`config.mk`:
```
export PLATFORM = sky130hd
export DESIGN_NAME = alu_shift_exec
export DESIGN_NICKNAME = d
export VERILOG_FILES = /design/src/rtl/alu_pkg.sv /design/src/rtl/alu_decode.sv /design/src/rtl/alu_arith.sv /design/src/rtl/alu_logic.sv /design/src/rtl/alu_shift.sv /design/src/rtl/alu_shift_exec.sv
export SDC_FILE = /design/constraint.sdc
export NUM_CORES = 1
export LEC_CHECK = 0
export ABC_AREA = 1
export BUFFER_PORTS_ARGS = -buffer_cell sky130_fd_sc_hd__buf_4
export CAP_MARGIN = 25
export CORE_MARGIN = 3
export CORE_UTILIZATION = 30
export DETAILED_ROUTE_END_ITERATION = 10
export GPL_TIMING_DRIVEN = 0
export PLACE_DENSITY = 0.56
export SYNTH_ARGS = -nofsm -noshare
export SYNTH_HDL_FRONTEND = slang
export SYNTH_SLANG_ARGS = --single-unit
```
`constraint.sdc`:
```
create_clock -name vclk -period 3.49
set_clock_uncertainty 0.15 [all_clocks]
set_input_delay 0.349 -clock vclk [all_inputs]
set_output_delay 0.349 -clock vclk [all_outputs]
set_load 0.01 [all_outputs]
```
`src/rtl/alu_pkg.sv`:
```
package alu_pkg;
    localparam int OPW = 5;

    localparam logic [OPW-1:0] OP_INC  = 5'b00111;
    localparam logic [OPW-1:0] OP_DEC  = 5'b01000;
    localparam logic [OPW-1:0] OP_AND  = 5'b01001;
    localparam logic [OPW-1:0] OP_OR   = 5'b01010;
    localparam logic [OPW-1:0] OP_XOR  = 5'b01011;
    localparam logic [OPW-1:0] OP_NOT  = 5'b01100;
    localparam logic [OPW-1:0] OP_ADD  = 5'b01101;
    localparam logic [OPW-1:0] OP_SUB  = 5'b01110;
    localparam logic [OPW-1:0] OP_CLR  = 5'b01111;
    localparam logic [OPW-1:0] OP_SHL  = 5'b10000;
    localparam logic [OPW-1:0] OP_SHR  = 5'b10001;
    localparam logic [OPW-1:0] OP_ROTR = 5'b10010;
    localparam logic [OPW-1:0] OP_ROTL = 5'b10011;

    typedef enum logic [2:0] {
        U_NONE  = 3'd0,
        U_LOGIC = 3'd1,
        U_ARITH = 3'd2,
        U_SHIFT = 3'd3,
        U_CLEAR = 3'd4
    } unit_e;

    // logic fn: 0 and, 1 or, 2 xor, 3 not
    // arith fn: 0 add, 1 sub, 2 inc, 3 dec
    // shift fn: 0 shl, 1 shr, 2 rotr, 3 rotl
    typedef struct packed {
        unit_e      unit;
        logic [1:0] fn;
    } sel_t;
endpackage

```
`src/rtl/alu_decode.sv`:
```
module alu_decode
    import alu_pkg::*;
(
    input  logic [OPW-1:0] op_code,
    output sel_t           sel,
    output logic           illegal
);
    always_comb begin
        sel = '{unit: U_NONE, fn: 2'd0};
        unique case (op_code)
            OP_AND:  sel = '{unit: U_LOGIC, fn: 2'd0};
            OP_OR:   sel = '{unit: U_LOGIC, fn: 2'd1};
            OP_XOR:  sel = '{unit: U_LOGIC, fn: 2'd2};
            OP_NOT:  sel = '{unit: U_LOGIC, fn: 2'd3};
            OP_ADD:  sel = '{unit: U_ARITH, fn: 2'd0};
            OP_SUB:  sel = '{unit: U_ARITH, fn: 2'd1};
            OP_INC:  sel = '{unit: U_ARITH, fn: 2'd2};
            OP_DEC:  sel = '{unit: U_ARITH, fn: 2'd3};
            OP_SHL:  sel = '{unit: U_SHIFT, fn: 2'd0};
            OP_SHR:  sel = '{unit: U_SHIFT, fn: 2'd1};
            OP_ROTR: sel = '{unit: U_SHIFT, fn: 2'd2};
            OP_ROTL: sel = '{unit: U_SHIFT, fn: 2'd3};
            OP_CLR:  sel = '{unit: U_CLEAR, fn: 2'd0};
            default: sel = '{unit: U_NONE,  fn: 2'd0};
        endcase
    end

    always_comb begin
        illegal = 1'b0;
        case (sel.unit)
            U_NONE:  illegal = 1'b1;
            default: illegal = 1'b0;
        endcase
    end

    always_comb begin
        if (op_code[OPW-1]) begin
            AST_HIGH_CODES_ARE_SHIFTS: assert (illegal || sel.unit == U_SHIFT);
        end
    end
endmodule

```
`src/rtl/alu_arith.sv`:
```
module alu_arith
    import alu_pkg::*;
#(
    parameter int WIDTH = 16
) (
    input  logic [WIDTH-1:0] a,
    input  logic [WIDTH-1:0] b,
    input  logic [1:0]       fn,
    output logic [WIDTH-1:0] y,
    output logic             cy
);
    localparam logic [WIDTH-1:0] ONE = WIDTH'(1);

    logic [WIDTH-1:0] rhs;
    logic             subtract;
    logic [WIDTH:0]   wide;

    always_comb begin
        rhs      = (fn[1]) ? ONE : b;
        subtract = fn[0];
        if (subtract) wide = {1'b0, a} - {1'b0, rhs};
        else          wide = {1'b0, a} + {1'b0, rhs};
        y  = wide[WIDTH-1:0];
        cy = wide[WIDTH];
    end

    always_comb begin
        if (fn == 2'd1) begin
            AST_SUB_BORROW: assert (cy == (a < b));
        end
    end
endmodule

```
`src/rtl/alu_logic.sv`:
```
module alu_logic
    import alu_pkg::*;
#(
    parameter int WIDTH = 16
) (
    input  logic [WIDTH-1:0] a,
    input  logic [WIDTH-1:0] b,
    input  logic [1:0]       fn,
    output logic [WIDTH-1:0] y
);
    always_comb begin
        unique case (fn)
            2'd0:    y = a & b;
            2'd1:    y = a | b;
            2'd2:    y = a ^ b;
            default: y = ~a;
        endcase
    end
endmodule

```
`src/rtl/alu_shift.sv`:
```
module alu_shift
    import alu_pkg::*;
#(
    parameter int WIDTH = 16
) (
    input  logic [WIDTH-1:0] a,
    input  logic [1:0]       fn,
    output logic [WIDTH-1:0] y,
    output logic             cy
);
    localparam int MSB = WIDTH - 1;

    logic [WIDTH-1:0] left_v;
    logic [WIDTH-1:0] right_v;
    logic             fill_r;
    logic             fill_l;

    always_comb begin
        fill_l = fn[1] ? a[MSB] : 1'b0;
        fill_r = fn[1] ? a[0]   : 1'b0;
    end

    genvar gi;
    generate
        for (gi = 0; gi < WIDTH; gi++) begin : g_bits
            if (gi == 0) begin : g_lo
                assign left_v[gi]  = fill_l;
                assign right_v[gi] = a[gi+1];
            end else if (gi == MSB) begin : g_hi
                assign left_v[gi]  = a[gi-1];
                assign right_v[gi] = fill_r;
            end else begin : g_mid
                assign left_v[gi]  = a[gi-1];
                assign right_v[gi] = a[gi+1];
            end
        end
    endgenerate

    always_comb begin
        unique case (fn)
            2'd0:    begin y = left_v;  cy = a[MSB]; end
            2'd1:    begin y = right_v; cy = a[0];   end
            2'd2:    begin y = right_v; cy = a[0];   end
            default: begin y = left_v;  cy = a[MSB]; end
        endcase
    end

    always_comb begin
        if (fn[1]) begin
            AST_ROTATE_KEEPS_ONES: assert ($countones(y) == $countones(a));
        end
    end
endmodule

```
`src/rtl/alu_shift_exec.sv`:
```
module alu_shift_exec
    import alu_pkg::*;
#(
    parameter int WIDTH = 16
) (
    input  logic [4:0]       op_code,
    input  logic [WIDTH-1:0] opnd_a,
    input  logic [WIDTH-1:0] opnd_b,
    output logic [WIDTH-1:0] result,
    output logic             flag_zero,
    output logic             flag_carry,
    output logic             op_illegal
);
    sel_t             sel;
    logic             dec_illegal;
    logic [WIDTH-1:0] logic_y;
    logic [WIDTH-1:0] arith_y;
    logic [WIDTH-1:0] shift_y;
    logic             arith_cy;
    logic             shift_cy;

    alu_decode u_decode (
        .op_code (op_code),
        .sel     (sel),
        .illegal (dec_illegal)
    );

    alu_logic #(.WIDTH(WIDTH)) u_logic (
        .a  (opnd_a),
        .b  (opnd_b),
        .fn (sel.fn),
        .y  (logic_y)
    );

    alu_arith #(.WIDTH(WIDTH)) u_arith (
        .a  (opnd_a),
        .b  (opnd_b),
        .fn (sel.fn),
        .y  (arith_y),
        .cy (arith_cy)
    );

    alu_shift #(.WIDTH(WIDTH)) u_shift (
        .a  (opnd_a),
        .fn (sel.fn),
        .y  (shift_y),
        .cy (shift_cy)
    );

    always_comb begin
        result     = '0;
        flag_carry = 1'b0;
        unique case (sel.unit)
            U_LOGIC: begin result = logic_y; flag_carry = 1'b0;     end
            U_ARITH: begin result = arith_y; flag_carry = arith_cy; end
            U_SHIFT: begin result = shift_y; flag_carry = shift_cy; end
            U_CLEAR: begin result = '0;      flag_carry = 1'b0;     end
            default: begin result = '0;      flag_carry = 1'b0;     end
        endcase
        op_illegal = dec_illegal;
        flag_zero  = ~|result;
    end

    always_comb begin
        if (op_illegal) begin
            AST_ILLEGAL_QUIET: assert (result == '0 && !flag_carry);
        end
        if (op_code == OP_ADD) begin
            AST_ADD_SUM: assert ({flag_carry, result} == {1'b0, opnd_a} + {1'b0, opnd_b});
        end
        if (op_code == OP_NOT) begin
            AST_NOT_INVERTS: assert ((result ^ opnd_a) == '1 && !flag_carry);
        end
        if (op_code == OP_SHL) begin
            AST_SHL_CARRY: assert (flag_carry == opnd_a[WIDTH-1] && !result[0]);
        end
        if (op_code == OP_CLR) begin
            AST_CLEAR_ZERO: assert (flag_zero && !op_illegal);
        end
    end
endmodule

```
After elaboration in Yosys (flattened, before gate mapping):

Memories as Yosys holds them, arrays and structs flattened.
Index checks and enable logic that the tools add are counted.

* bitwise operators: 4
* shift operators: 0
* $mul: 0
* $add $sub $neg: 2
* reductions and logical operators: 5
* equal/unequal tests: 5
* $lt $le $gt $ge: 0
* muxes and demuxes: 10
* div/mod/pow operators: 0

Operator list (number)
* $pmux W16 S3: 2
* $mux W16: 2
* $add A16 B16 Y17: 1
* $mux W17: 1
* $sub A16 B16 Y17: 1
* $and A16 B16 Y16: 1
* $not A16 Y16: 1
* $or A16 B16 Y16: 1
* $reduce_or A16 Y1: 1
* $xor A16 B16 Y16: 1
* $eq A3 B2 Y1 const B: 2
* $mux W1: 4
* $eq A3 B1 Y1 const B: 1
* $logic_not A3 Y1: 1
* $eq A2 B1 Y1 const B: 1
* $eq A2 B2 Y1 const B: 1
* $logic_not A2 Y1: 1
* $pmux W1 S2: 1
* $reduce_or A2 Y1: 1
* $logic_not A1 Y1: 1

* register bits after elaboration: 0
* memory bits (writable): 0
* bits in read-only memories: 160
* memories kept: 1
* bits in latches: 0
* input port bits: 37
* word-level logic and storage cells: 27

Memory list
* (no name shown): words 32, width 5, read ports 1, clocked after memory_dff 0, wr ports 0, RTL line alu_decode.sv:10 `unique case (op_code)`

Depth between registers and ports, before layout:

Gate-level depths: netlist of run 1.
An unclocked memory read counts as a cell.

* depth in word-level cells: 7
* depth in mapped cells: 31
* gate-level depth less buffers: 31

By module:

From an unflattened synthesis of run 1, not the netlist that was laid out.

* cells, all modules: 726
* area, all modules: 3905.0 µm²

By module, submodules not included
* alu_arith: area each 1541.5 µm², times used 1, cells each 310
* alu_logic: area each 1172.4 µm², times used 1, cells each 172
* alu_shift_exec: area each 689.4 µm², times used 1, cells each 145
* alu_shift: area each 301.5 µm², times used 1, cells each 61
* alu_decode: area each 200.2 µm², times used 1, cells each 38

Worst setup path after synthesis of run 1:

OpenSTA, ideal clock, no wires.

* kind: input to output
* start point: in op_code[0]
* end point: out flag_zero
* stages on the path: 24
* path buffers: 2
* arrival time: 3.040 ns
* setup slack: -0.049 ns
* cell sequence: inv_1 > ha_1 > inv_1 > nand2_1 > nand3_1 > nand2_4 > nand2_4 > buf_6 > buf_6 > nor2_1 > o21ai_1 > xor2_1 > ha_1 > a21oi_1 > nand3_1 > nand2_1 > nand3_1 > nand3_1 > nand2_1 > inv_1 > nand2_1 > nor2_1 > nand2_1 > nor2_1

* cells in the longest elaborated chain, start to end: 7
* elaborated cells on any way between the ends: 19

Ends and longest elaborated chain
* start: declaration: RTL line alu_shift_exec.sv:6 `input logic [4:0] op_code,`
* $mem_v2 Z32 W5 (*)
* $mux W16 (tied with other cells): RTL line alu_arith.sv:19 `rhs = (fn[1]) ? ONE : b;`
* $add A16 B16 Y17 (tied with other cells): RTL line alu_arith.sv:22 `else wide = {1'b0, a} + {1'b0, rhs};`
* $mux W17 / $mux W16 (equally long branches): RTL line alu_arith.sv:21, alu_shift.sv:40
* $pmux W16 S3 (*): RTL line alu_shift_exec.sv:53 `unique case (sel.unit)`
* via result[14]: RTL line alu_shift_exec.sv:9 `output logic [WIDTH-1:0] result,`
* $reduce_or A16 Y1 (*): RTL line alu_shift_exec.sv:61 `flag_zero = ~|result;`
* $logic_not A1 Y1 (*): RTL line alu_shift_exec.sv:61
* end: declaration: RTL line alu_shift_exec.sv:10 `output logic flag_zero,`

The timed path passes the listed nets; every way through them passes the cells marked *.

Final worst setup path of run 1:

* start point: in op_code[0]
* end point: out flag_carry

* cells in the longest elaborated chain, start to end: 5
* elaborated cells on any way between the ends: 12

Ends and longest elaborated chain
* $mem_v2 Z32 W5 (*)
* $mux W16 (tied with other cells): RTL line alu_arith.sv:19
* $add A16 B16 Y17 (tied with other cells): RTL line alu_arith.sv:22
* $mux W17 / $mux W1 (equally long branches): RTL line alu_arith.sv:21, alu_shift.sv:40
* $pmux W1 S2 (*): RTL line alu_shift_exec.sv:53
* end: declaration: RTL line alu_shift_exec.sv:11 `output logic flag_carry,`

Every way passes the cells marked *; elsewhere a longest branch is shown, timed or not.

==> results.txt, run 1 <==
----------------------------------------------------
[Yosys]
  Post-synth cell types ... 33
  Total nets after synthesis ... 712
  Most instantiated cells after synthesis ... sky130_fd_sc_hd__nand2_1, sky130_fd_sc_hd__inv_1, sky130_fd_sc_hd__nor2_1, sky130_fd_sc_hd__ha_1, sky130_fd_sc_hd__nand3_1
  Area of the mapped netlist ... 3330 um^2
  Proportion of netlist area held by the largest area contributor ... 0.214
  Synthesized area divided by synthesized cell count ... 5.38 um^2
  Top cells by area, synth ... sky130_fd_sc_hd__nand2_1, sky130_fd_sc_hd__ha_1, sky130_fd_sc_hd__inv_1
  Cell count after synthesis ... 619
  Post-synth top area cell ... sky130_fd_sc_hd__nand2_1
  Warning count from the yosys run ... 0
  Most common cell in the netlist ... sky130_fd_sc_hd__nand2_1
  Sequential area share after synthesis ... 0

[Global route]
  Total Routing Usage GR ... 0.189
  Residual overflow from global routing ... 0
  Vias in the first global route ... 3,762
  Initial antenna violation count ... 0
  Maximum number of pins on one net before global-route repair ... 12
  Global-route wire length before repair ... 19.5 mm

[Final layout]
  Count of flip-flops and latches ... 0
  Layout Cell Area excl Fill ... 5000 um^2
  Area growth, synth to finish ... 50.2%
  Final nets ... 808
  Share of final-layout standard cells stronger than drive strength 1 ... 0.376
  Register cell area after layout ... 0 um^2
  Non-filler cells in the finished layout ... 849
  Inserted Diodes ... 0
  Clk_buf instances ... 0

[Pwr]
  Power Density ... 239 nW/um^2
  Leakage ... 2.65 nW
  Post-layout total power ... 0.00119 W
  Max rail drop VDD ... 0.000109 V

[Die]
  Effective utilization at floorplan ... 0.315
  Area enclosed by the die boundary ... 12,400 um^2
  Chip Height ... 111 um
  Row count ... 37
  CORE AREA ... 10,600 um^2
  Boundary Pins ... 56
  Die width ... 111 um

[Setup path]
  Worst Setup Path Type ... in -> out
  Startpoint type of the worst setup path ... primary input
  Nature of the critical path endpoint ... output pin
  Data arrival time of the worst path ... 3.45 ns
  Max Fanout on Critical Path ... 6
  Data required time at the worst endpoint ... 2.99 ns

[Timing]
  Final Hold Vio Count ... 0
  TNS Setup ... -2.43 ns
  Slew at the pin closest to its max-slew limit ... 0.459 ns
  Pins over their slew limit ... 0
  Tcrit/Tclk final ... 1.13
  Max-Slew Margin vs Limit ... 0.694
  Final setup vio count ... 12
  Minimum clock period ... 3.95 ns
  RSZ-0062 raised after global routing ... yes
  Max Fclk ... 0.253 GHz
  Final setup margin ... -0.463 ns

[Placed design]
  # port buffers ... 56
  Last weighted congestion value of the routability-driven placer ... 0.890
  Placement-stage worst setup slack ... -0.695 ns
  Post-place instance area ... 3930 um^2
  Number of placed instances with taps included ... 811
  Detailed placement HPWL ... 10.0 mm

[Detailed routing]
  Routed Antenna Nets ... 0
  Average wire per standard cell ... 15.1 um
  Drt pass-1 iters ... 5
  Metal1 wirelength ... 5.91 mm
  Uppermost routed layer ... met4
  Total vias in the final route ... 4,221
  Met2 wire len ... 6.04 mm
  DR DRC count ... 0
  Post-Route WL ... 12.9 mm
  Detailed router's first-iteration violation count ... 300
  Routed length on met3 ... 679 um
  Avg Vias per Cell ... 4.97

[Worst hold path]
  Class of the tightest hold or removal check ... in -> out

[Outcome]
  Result of the run ... complete, but fails checks
  Violated checks ... negative setup slack

[Flow run]
  Total of max-cap violations ... 0

----------------------------------------------------
[final timing paths]
check / start / end / slack [ns] / depth (start not counted)
hold / removal: opnd_a[0] / flag_carry / 1.01 / 4
setup / recovery: op_code[0] / flag_carry / -0.46 / 28
[cells in the final DEF, fill, tap and decap left out, drive strengths merged, types with 3 or more instances in the layout]
master	Yosys	layout
o22ai	4	4
o21ai	30	30
xor2	9	9
buf	6	104
nand2	203	203
o211ai	14	14
ha	55	55
nand4	7	7
and2	3	3
nand3	44	44
clkbuf	11	7
inv	102	102
xnor2	4	4
nand3b	4	4
a21oi	36	36
nor2	78	78
[cells by family (layout without fill, tap and decap cells)]
logic type      Yosys count  count (layout)  synth area share
fa+ha+maj                56              56             0.213
buf+inv                 119             213             0.145
xor+xnor                 13              13            0.0342
compound gates           89              89             0.154
simple gates            342             342             0.455
[where the power goes]
group          internal (W)  switching [W]
Sequential                0              0
Combinational      0.000506       0.000688
Clock                     0              0
Total              0.000506       0.000688
[metrics by stage]
stage,util,hold slack [ns]
6_report,0.474,1.01
5_1_grt,0.474,1.03
4_1_cts,0.427,0.974
3_5_place_dp,0.372,0.972
3_3_place_gp,0.372,0.972
2_1_floorplan,-,0.712
[metal layers]
layer	vias to the layer above	track usage
li1	2157	-
met1	1922	0.275
met2	125	0.312
met3	17	0.0109
met4	0	0.0316
met5	-	0
[cell type report]
class / instances / area (um^2)
Buffer: 15 / 115
Fill cell: 1096 / 5560
Inverter: 102 / 395
Multi-Input combinational cell: 500 / 3540
Tap cell: 136 / 170
Timing Repair Buffer: 96 / 778
[repair_timing]
item | in CTS | in global routing
setup buffers | 30 | 11
resized for setup | 84 | 104
hold endpoints to repair | 0 | 0
setup endpoints to repair | 18 | 18
pin swaps | 38 | 58
hold buffers | 0 | 0
[critical path, stage by stage]
cell	delay [ns]
sky130_fd_sc_hd__buf_8	0.09
sky130_fd_sc_hd__inv_6	0.03
sky130_fd_sc_hd__ha_4	0.26
sky130_fd_sc_hd__inv_2	0.03
sky130_fd_sc_hd__nand2_2	0.05
sky130_fd_sc_hd__nand3_2	0.09
sky130_fd_sc_hd__nand2_4	0.15
sky130_fd_sc_hd__nand2_4	0.09
sky130_fd_sc_hd__buf_8	0.14
sky130_fd_sc_hd__buf_8	0.14
sky130_fd_sc_hd__nor2_4	0.14
sky130_fd_sc_hd__nor2_4	0.05
sky130_fd_sc_hd__buf_4	0.13
sky130_fd_sc_hd__buf_4	0.12
sky130_fd_sc_hd__buf_4	0.12
sky130_fd_sc_hd__nand2_1	0.04
sky130_fd_sc_hd__nand2_1	0.04
sky130_fd_sc_hd__nand2_1	0.05
sky130_fd_sc_hd__nand2_1	0.06
sky130_fd_sc_hd__nand2_2	0.11
sky130_fd_sc_hd__ha_4	0.23
sky130_fd_sc_hd__a21oi_2	0.15
sky130_fd_sc_hd__o221ai_1	0.17
sky130_fd_sc_hd__a21oi_2	0.20
sky130_fd_sc_hd__nand3_1	0.10
sky130_fd_sc_hd__nand3_1	0.10
sky130_fd_sc_hd__nand2_1	0.08
sky130_fd_sc_hd__buf_4	0.15
Power figures use the tool's default switching activity.
==> inputs of run 2 (changes only) <==
--- a/config.mk
+++ b/config.mk
@@ -8,10 +8,10 @@
 export ABC_AREA = 1
 export BUFFER_PORTS_ARGS = -buffer_cell sky130_fd_sc_hd__buf_4
 export CAP_MARGIN = 25
-export CORE_MARGIN = 3
+export CORE_MARGIN = 1.5
 export CORE_UTILIZATION = 30
 export DETAILED_ROUTE_END_ITERATION = 10
-export GPL_TIMING_DRIVEN = 0
+export GPL_TIMING_DRIVEN = 1
 export PLACE_DENSITY = 0.56
 export SYNTH_ARGS = -nofsm -noshare
 export SYNTH_HDL_FRONTEND = slang
==> run 2 against run 1 <==
Net effect: routed wire length increased by 1.2%; non-clock buffer count increased by 55; largest power group unchanged; the flow still finishes with violations (negative setup slack); cell area increased by 5.9%; highest routed layer unchanged; worst hold slack got worse by 0.023 ns; first-iteration DRC count decreased by 7.0%; via count increased by 4.1%; total power increased by 9.8%; critical path depth increased by 3; setup slack got worse by 0.019 ns; clock-buffer cell count unchanged; global-route usage increased by 2.4 points; critical path type unchanged.
==> results.txt, run 2 (synthesis gave the netlist of run 1 again) <==
----------------------------------------------------
[Timing]
  Final setup margin ... -0.482 ns (-0.0190 ns)
  Pins over their slew limit ... 0 (unchanged)
  Max Fclk ... 0.252 GHz (-0.48%)
  RSZ-0062 raised after global routing ... yes
  Final setup vio count ... 12 (unchanged)
  Tcrit/Tclk final ... 1.14 (+0.00545)
  Max-Slew Margin vs Limit ... 0.550 (-0.144)
  Minimum clock period ... 3.97 ns (+0.0190 ns)
  Slew at the pin closest to its max-slew limit ... 0.674 ns (+0.215 ns)
  Final Hold Vio Count ... 0 (unchanged)

[Worst hold path]
  Class of the tightest hold or removal check ... in -> out

[Detailed routing]
  Average wire per standard cell ... 14.3 um (-5.4%)
  Avg Vias per Cell ... 4.84 (-2.7%)
  Routed Antenna Nets ... 0 (unchanged)
  Drt pass-1 iters ... 5 (unchanged)
  DR DRC count ... 0 (unchanged)
  Total vias in the final route ... 4,392 (+4.1%)
  Detailed router's first-iteration violation count ... 279 (-7.0%)
  Post-Route WL ... 13.0 mm (+1.2%)

[CTS]
  # hold bufs at CTS ... 0 (unchanged)

[Final layout]
  Fin util ... 0.489 (+0.0149)
  Area growth, synth to finish ... 59.1%
  Area of the multi-input gates ... 3420 um^2 (-3.5%)
  Most common cell after layout, fill and taps aside ... sky130_fd_sc_hd__nand2_1
  Final nets ... 863 (+6.8%)
  Count of flip-flops and latches ... 0 (unchanged)
  Share of final-layout standard cells stronger than drive strength 1 ... 0.424 (+0.0486)
  Register cell area after layout ... 0 um^2 (unchanged)
  Clk_buf instances ... 0 (unchanged)
  Inserted Diodes ... 0 (unchanged)
  Most used cells in the layout excluding fill and tap cells ... sky130_fd_sc_hd__nand2_1, sky130_fd_sc_hd__buf_4, sky130_fd_sc_hd__inv_1
  Fillers ... 1,058 (-3.5%)

[Placed design]
  Detailed placement HPWL ... 10.2 mm (+1.7%)
  Last weighted congestion value of the routability-driven placer ... 0.966 (+8.5%)
  # port buffers ... 56 (unchanged)

[Setup path]
  Worst setup path start ... op_code[1]
  Slowest Stage Delay on Critical Path ... 0.31 ns (+0.05 ns)
  Nature of the critical path endpoint ... output pin
  Data arrival time of the worst path ... 3.47 ns (+0.02 ns)
  Worst Setup Path Type ... in -> out
  Startpoint type of the worst setup path ... primary input
  Slowest stage cell, crit path ... sky130_fd_sc_hd__ha_4
  Worst path most repeated cell ... sky130_fd_sc_hd__nand2_2
  Worst setup path endpoint ... flag_zero
  Max Fanout on Critical Path ... 5 (-1)
  Data required time at the worst endpoint ... 2.99 ns (about the same)

[Pwr]
  Leakage ... 2.89 nW (+9.1%)
  Max rail drop VDD ... 0.000117 V (+7.1%)
  Post-layout total power ... 0.00131 W (+9.8%)
  Power Density ... 248 nW/um^2 (+3.7%)

[Outcome]
  Result of the run ... complete, but fails checks
  Violated checks ... negative setup slack

[Die]
  Effective utilization at floorplan ... 0.307 (-0.00830)
  CORE AREA ... 10,800 um^2 (+2.7%)
  Boundary Pins ... 56 (unchanged)
  Chip Height ... 108 um (-2.7%)
  Row count ... 38 (+2.7%)
  Die width ... 108 um (-2.7%)
  Area enclosed by the die boundary ... 11,700 um^2 (-5.3%)

[Global route]
  Residual overflow from global routing ... 0 (unchanged)
  Initial antenna violation count ... 0 (unchanged)
  Vias in the first global route ... 4,219 (+12%)
  Global-route wire length before repair ... 20.1 mm (+3.1%)
  Total Routing Usage GR ... 0.213 (+0.0243)
  Maximum number of pins on one net before global-route repair ... 18 (+6)

[Flow run]
  Total of max-cap violations ... 0 (unchanged)

----------------------------------------------------
[run 2: cell count changes in the layout (fill, tap and decap cells not counted), sizes merged]
cell / delta
buf: +62
clkbuf: -7
[run 2: report_power, final]
part | switching [W] | internal (W) | total, W
Sequential | 0 | 0 | 0
Combinational | 0.000710 | 0.000602 | 0.00131
Clock | 0 | 0 | 0
Total | 0.000710 | 0.000602 | 0.00131
[run 2: routing by layer]
metal  up-vias  part of all wire  GRT usage  wire length [um]
met3         8             0.042     0.0127               542
met4         0            0.0070     0.0197                91
met5         -                 0          0                 0
met1      2016              0.48      0.301              6200
met2       108              0.47      0.367              6170
li1       2260                 -          -                 -
[run 2: layout make-up]
type | count | share of cell area
inverter | 102 | 0.0737
tap | 140 | 0.0331
multi-input combinational | 500 | 0.645
timing repair buffer | 166 | 0.248
[run 2: what timing repair did]
action,4_1_cts,5_1_grt
pin swaps,36,68
endpoints found under the setup margin,18,18
gates resized for setup,62,102
setup buffers,16,11
[run 2: worst max-delay path, delay by kind of cell]
family | cells | cell delay [ns]
fa+ha+maj | 2 | 0.57
compound gates | 1 | 0.10
simple gates | 21 | 1.90
buf+inv | 7 | 0.56
[run 2: metrics by stage]
stage	setup WS [ns]	instances	setup TNS [ns]	hold slack (ns)	cell area, um^2
after floorplan	0.00315	619	0	0.712	3340
after global placement	-0.625	884	-3.84	0.996	4480
after detailed placement	-0.656	884	-4.34	0.996	4480
after CTS	-0.389	898	-2.15	0.996	4820
after global routing	-0.685	908	-5.62	1.01	5300
final	-0.482	908	-3.08	0.988	5300
[run 2: worst min path at each step]
stage / to / depth (start not counted) / startpoint
after floorplan: flag_carry / 2 / opnd_a[0]
after global placement: flag_carry / 4 / opnd_a[0]
after detailed placement: flag_carry / 4 / opnd_a[0]
after CTS: flag_carry / 4 / opnd_a[0]
after global routing: flag_carry / 4 / opnd_a[0]
final: flag_carry / 4 / opnd_a[0]
==> inputs of run 3 (changes only) <==
--- a/config.mk
+++ b/config.mk
@@ -16,3 +16,4 @@
 export SYNTH_ARGS = -nofsm -noshare
 export SYNTH_HDL_FRONTEND = slang
 export SYNTH_SLANG_ARGS = --single-unit
+export TNS_END_PERCENT = 10
==> run 3 against run 2 <==
Net effect: cell area fell by 0.59%; global-route usage is 0.21 points lower; the flow still finishes with violations (negative setup slack); critical endpoint unchanged; largest cell class unchanged; maximum frequency increased by 0.42%; highest routed layer unchanged; utilization decreased by 0.29 points; clock-buffer cell count stayed put; total power shrank 0.26%; final cell count grew 0.22%; flip-flop and latch count unchanged; non-clock buffer count up 2.
==> results.txt, run 3 (synthesis gave the netlist of run 1 again) <==
----------------------------------------------------
[Outcome]
  Violated checks ... negative setup slack
  Result of the run ... complete, but fails checks

[Final layout]
  Most common cell after layout, fill and taps aside ... sky130_fd_sc_hd__buf_4
  Inserted Diodes ... 0 (unchanged)
  Clk_buf instances ... 0 (unchanged)
  Count of flip-flops and latches ... 0 (unchanged)
  Register cell area after layout ... 0 um^2 (unchanged)
  Final nets ... 865 (+0.23%)
  Most used cells in the layout excluding fill and tap cells ... sky130_fd_sc_hd__buf_4, sky130_fd_sc_hd__nand2_1, sky130_fd_sc_hd__inv_1
  Area growth, synth to finish ... 58.2%
  Share of final-layout standard cells stronger than drive strength 1 ... 0.419 (-0.00500)

[Pwr]
  Power Density ... 248 nW/um^2 (+0.33%)
  Max rail drop VDD ... 0.000122 V (+4.8%)
  Post-layout total power ... 0.00131 W (-0.26%)
  Leakage ... 2.89 nW (+0.18%)

[Timing]
  Max Fclk ... 0.253 GHz (+0.42%)
  RSZ-0062 raised after global routing ... yes
  Minimum clock period ... 3.96 ns (-0.0166 ns)
  Max-Slew Margin vs Limit ... 0.564 (+0.0139)
  Tcrit/Tclk final ... 1.13 (-0.00476)
  Pins over their slew limit ... 0 (unchanged)
  Final Hold Vio Count ... 0 (unchanged)
  Slew at the pin closest to its max-slew limit ... 0.653 ns (-0.0208 ns)
  Final setup vio count ... 14 (+2)
  Final setup margin ... -0.466 ns (+0.0166 ns)

[Detailed routing]
  DR DRC count ... 0 (unchanged)
  Detailed router's first-iteration violation count ... 280 (+0.36%)
  Routed Antenna Nets ... 0 (unchanged)
  Total vias in the final route ... 4,411 (+0.43%)
  Drt pass-1 iters ... 5 (unchanged)
  Average wire per standard cell ... 14.2 um (-0.54%)
  Avg Vias per Cell ... 4.85 (+0.21%)
  Post-Route WL ... 13.0 mm (-0.32%)

[Worst hold path]
  Class of the tightest hold or removal check ... in -> out
  Cell depth of the worst min-delay path ... 4 (unchanged)

[Setup path]
  Data required time at the worst endpoint ... 2.99 ns (about the same)
  Data arrival time of the worst path ... 3.46 ns (about the same)
  Worst Setup Path Type ... in -> out
  Worst path most repeated cell ... sky130_fd_sc_hd__nand2_2
  Logic depth of the worst setup path including buffers ... 27 (-13%)
  Slowest Stage Delay on Critical Path ... 0.40 ns (+0.09 ns)
  Max Fanout on Critical Path ... 5 (unchanged)
  Startpoint type of the worst setup path ... primary input
  Slowest stage cell, crit path ... sky130_fd_sc_hd__ha_1
  Kind of cell adding the most delay to the critical path ... simple AND/OR/NAND/NOR gates
  Worst path buffer plus inverter count ... 5 (-2)
  Nature of the critical path endpoint ... output pin

[Die]
  CORE AREA ... 10,800 um^2 (unchanged)
  Effective utilization at floorplan ... 0.307 (unchanged)
  Area enclosed by the die boundary ... 11,700 um^2 (unchanged)
  Die width ... 108 um (unchanged)
  Row count ... 38 (unchanged)
  Chip Height ... 108 um (unchanged)
  Boundary Pins ... 56 (unchanged)

[Global route]
  Residual overflow from global routing ... 0 (unchanged)
  Maximum number of pins on one net before global-route repair ... 18 (unchanged)
  Vias in the first global route ... 4,170 (-1.2%)
  Initial antenna violation count ... 0 (unchanged)
  Total Routing Usage GR ... 0.211 (-0.00214)
  Global-route wire length before repair ... 19.9 mm (-0.79%)

[Placed design]
  # port buffers ... 56 (unchanged)
  Placement-stage worst setup slack ... -0.656 ns (unchanged)
  Detailed placement HPWL ... 10.2 mm (unchanged)
  Last weighted congestion value of the routability-driven placer ... 0.966 (unchanged)

[CTS]
  # hold bufs at CTS ... 0 (unchanged)

[Flow run]
  Total of max-cap violations ... 0 (unchanged)

----------------------------------------------------
## run 3: metal layers
metal	GRT usage	up-vias	share of wire
met5	0	-	0
met4	0.0132	0	0.0083
met3	0.00663	11	0.034
met2	0.364	93	0.47
met1	0.303	2042	0.48
li1	-	2265	-
## run 3: power by group
group	internal, W	switching (W)	leakage (nW)
sequential	0	0	0
clock	0	0	0
combinational	0.000604	0.000704	2.89
## run 3: final timing paths
check / from / to
setup / recovery: op_code[1] / flag_zero
hold / removal: opnd_a[0] / flag_carry
## run 3: repair_timing
action                     4_1_cts  5_1_grt
pin swaps                       32       73
setup endpoints to repair       18       18
gates cloned                     0        0
gates resized for setup         55      102
buffers inserted                13       14
## run 3: per-stage QoR
stage,std cells,util,setup TNS (ns),hold WS (ns),area (um^2)
finish,910,0.486,-3.61,0.991,5270
detailed placement,884,0.413,-4.34,0.996,4480
floorplan,619,-,0,0.712,3340
global placement,884,0.413,-3.84,0.996,4480
CTS,896,0.440,-2.29,0.996,4770
global route,910,0.486,-6.29,1.02,5270
## run 3: final cells by class
class                           instances  area (um^2)
Multi-Input combinational cell        500         3380
Tap cell                              140          175
Fill cell                            1077         5580
Timing Repair Buffer                  168         1320
Inverter                              102          390
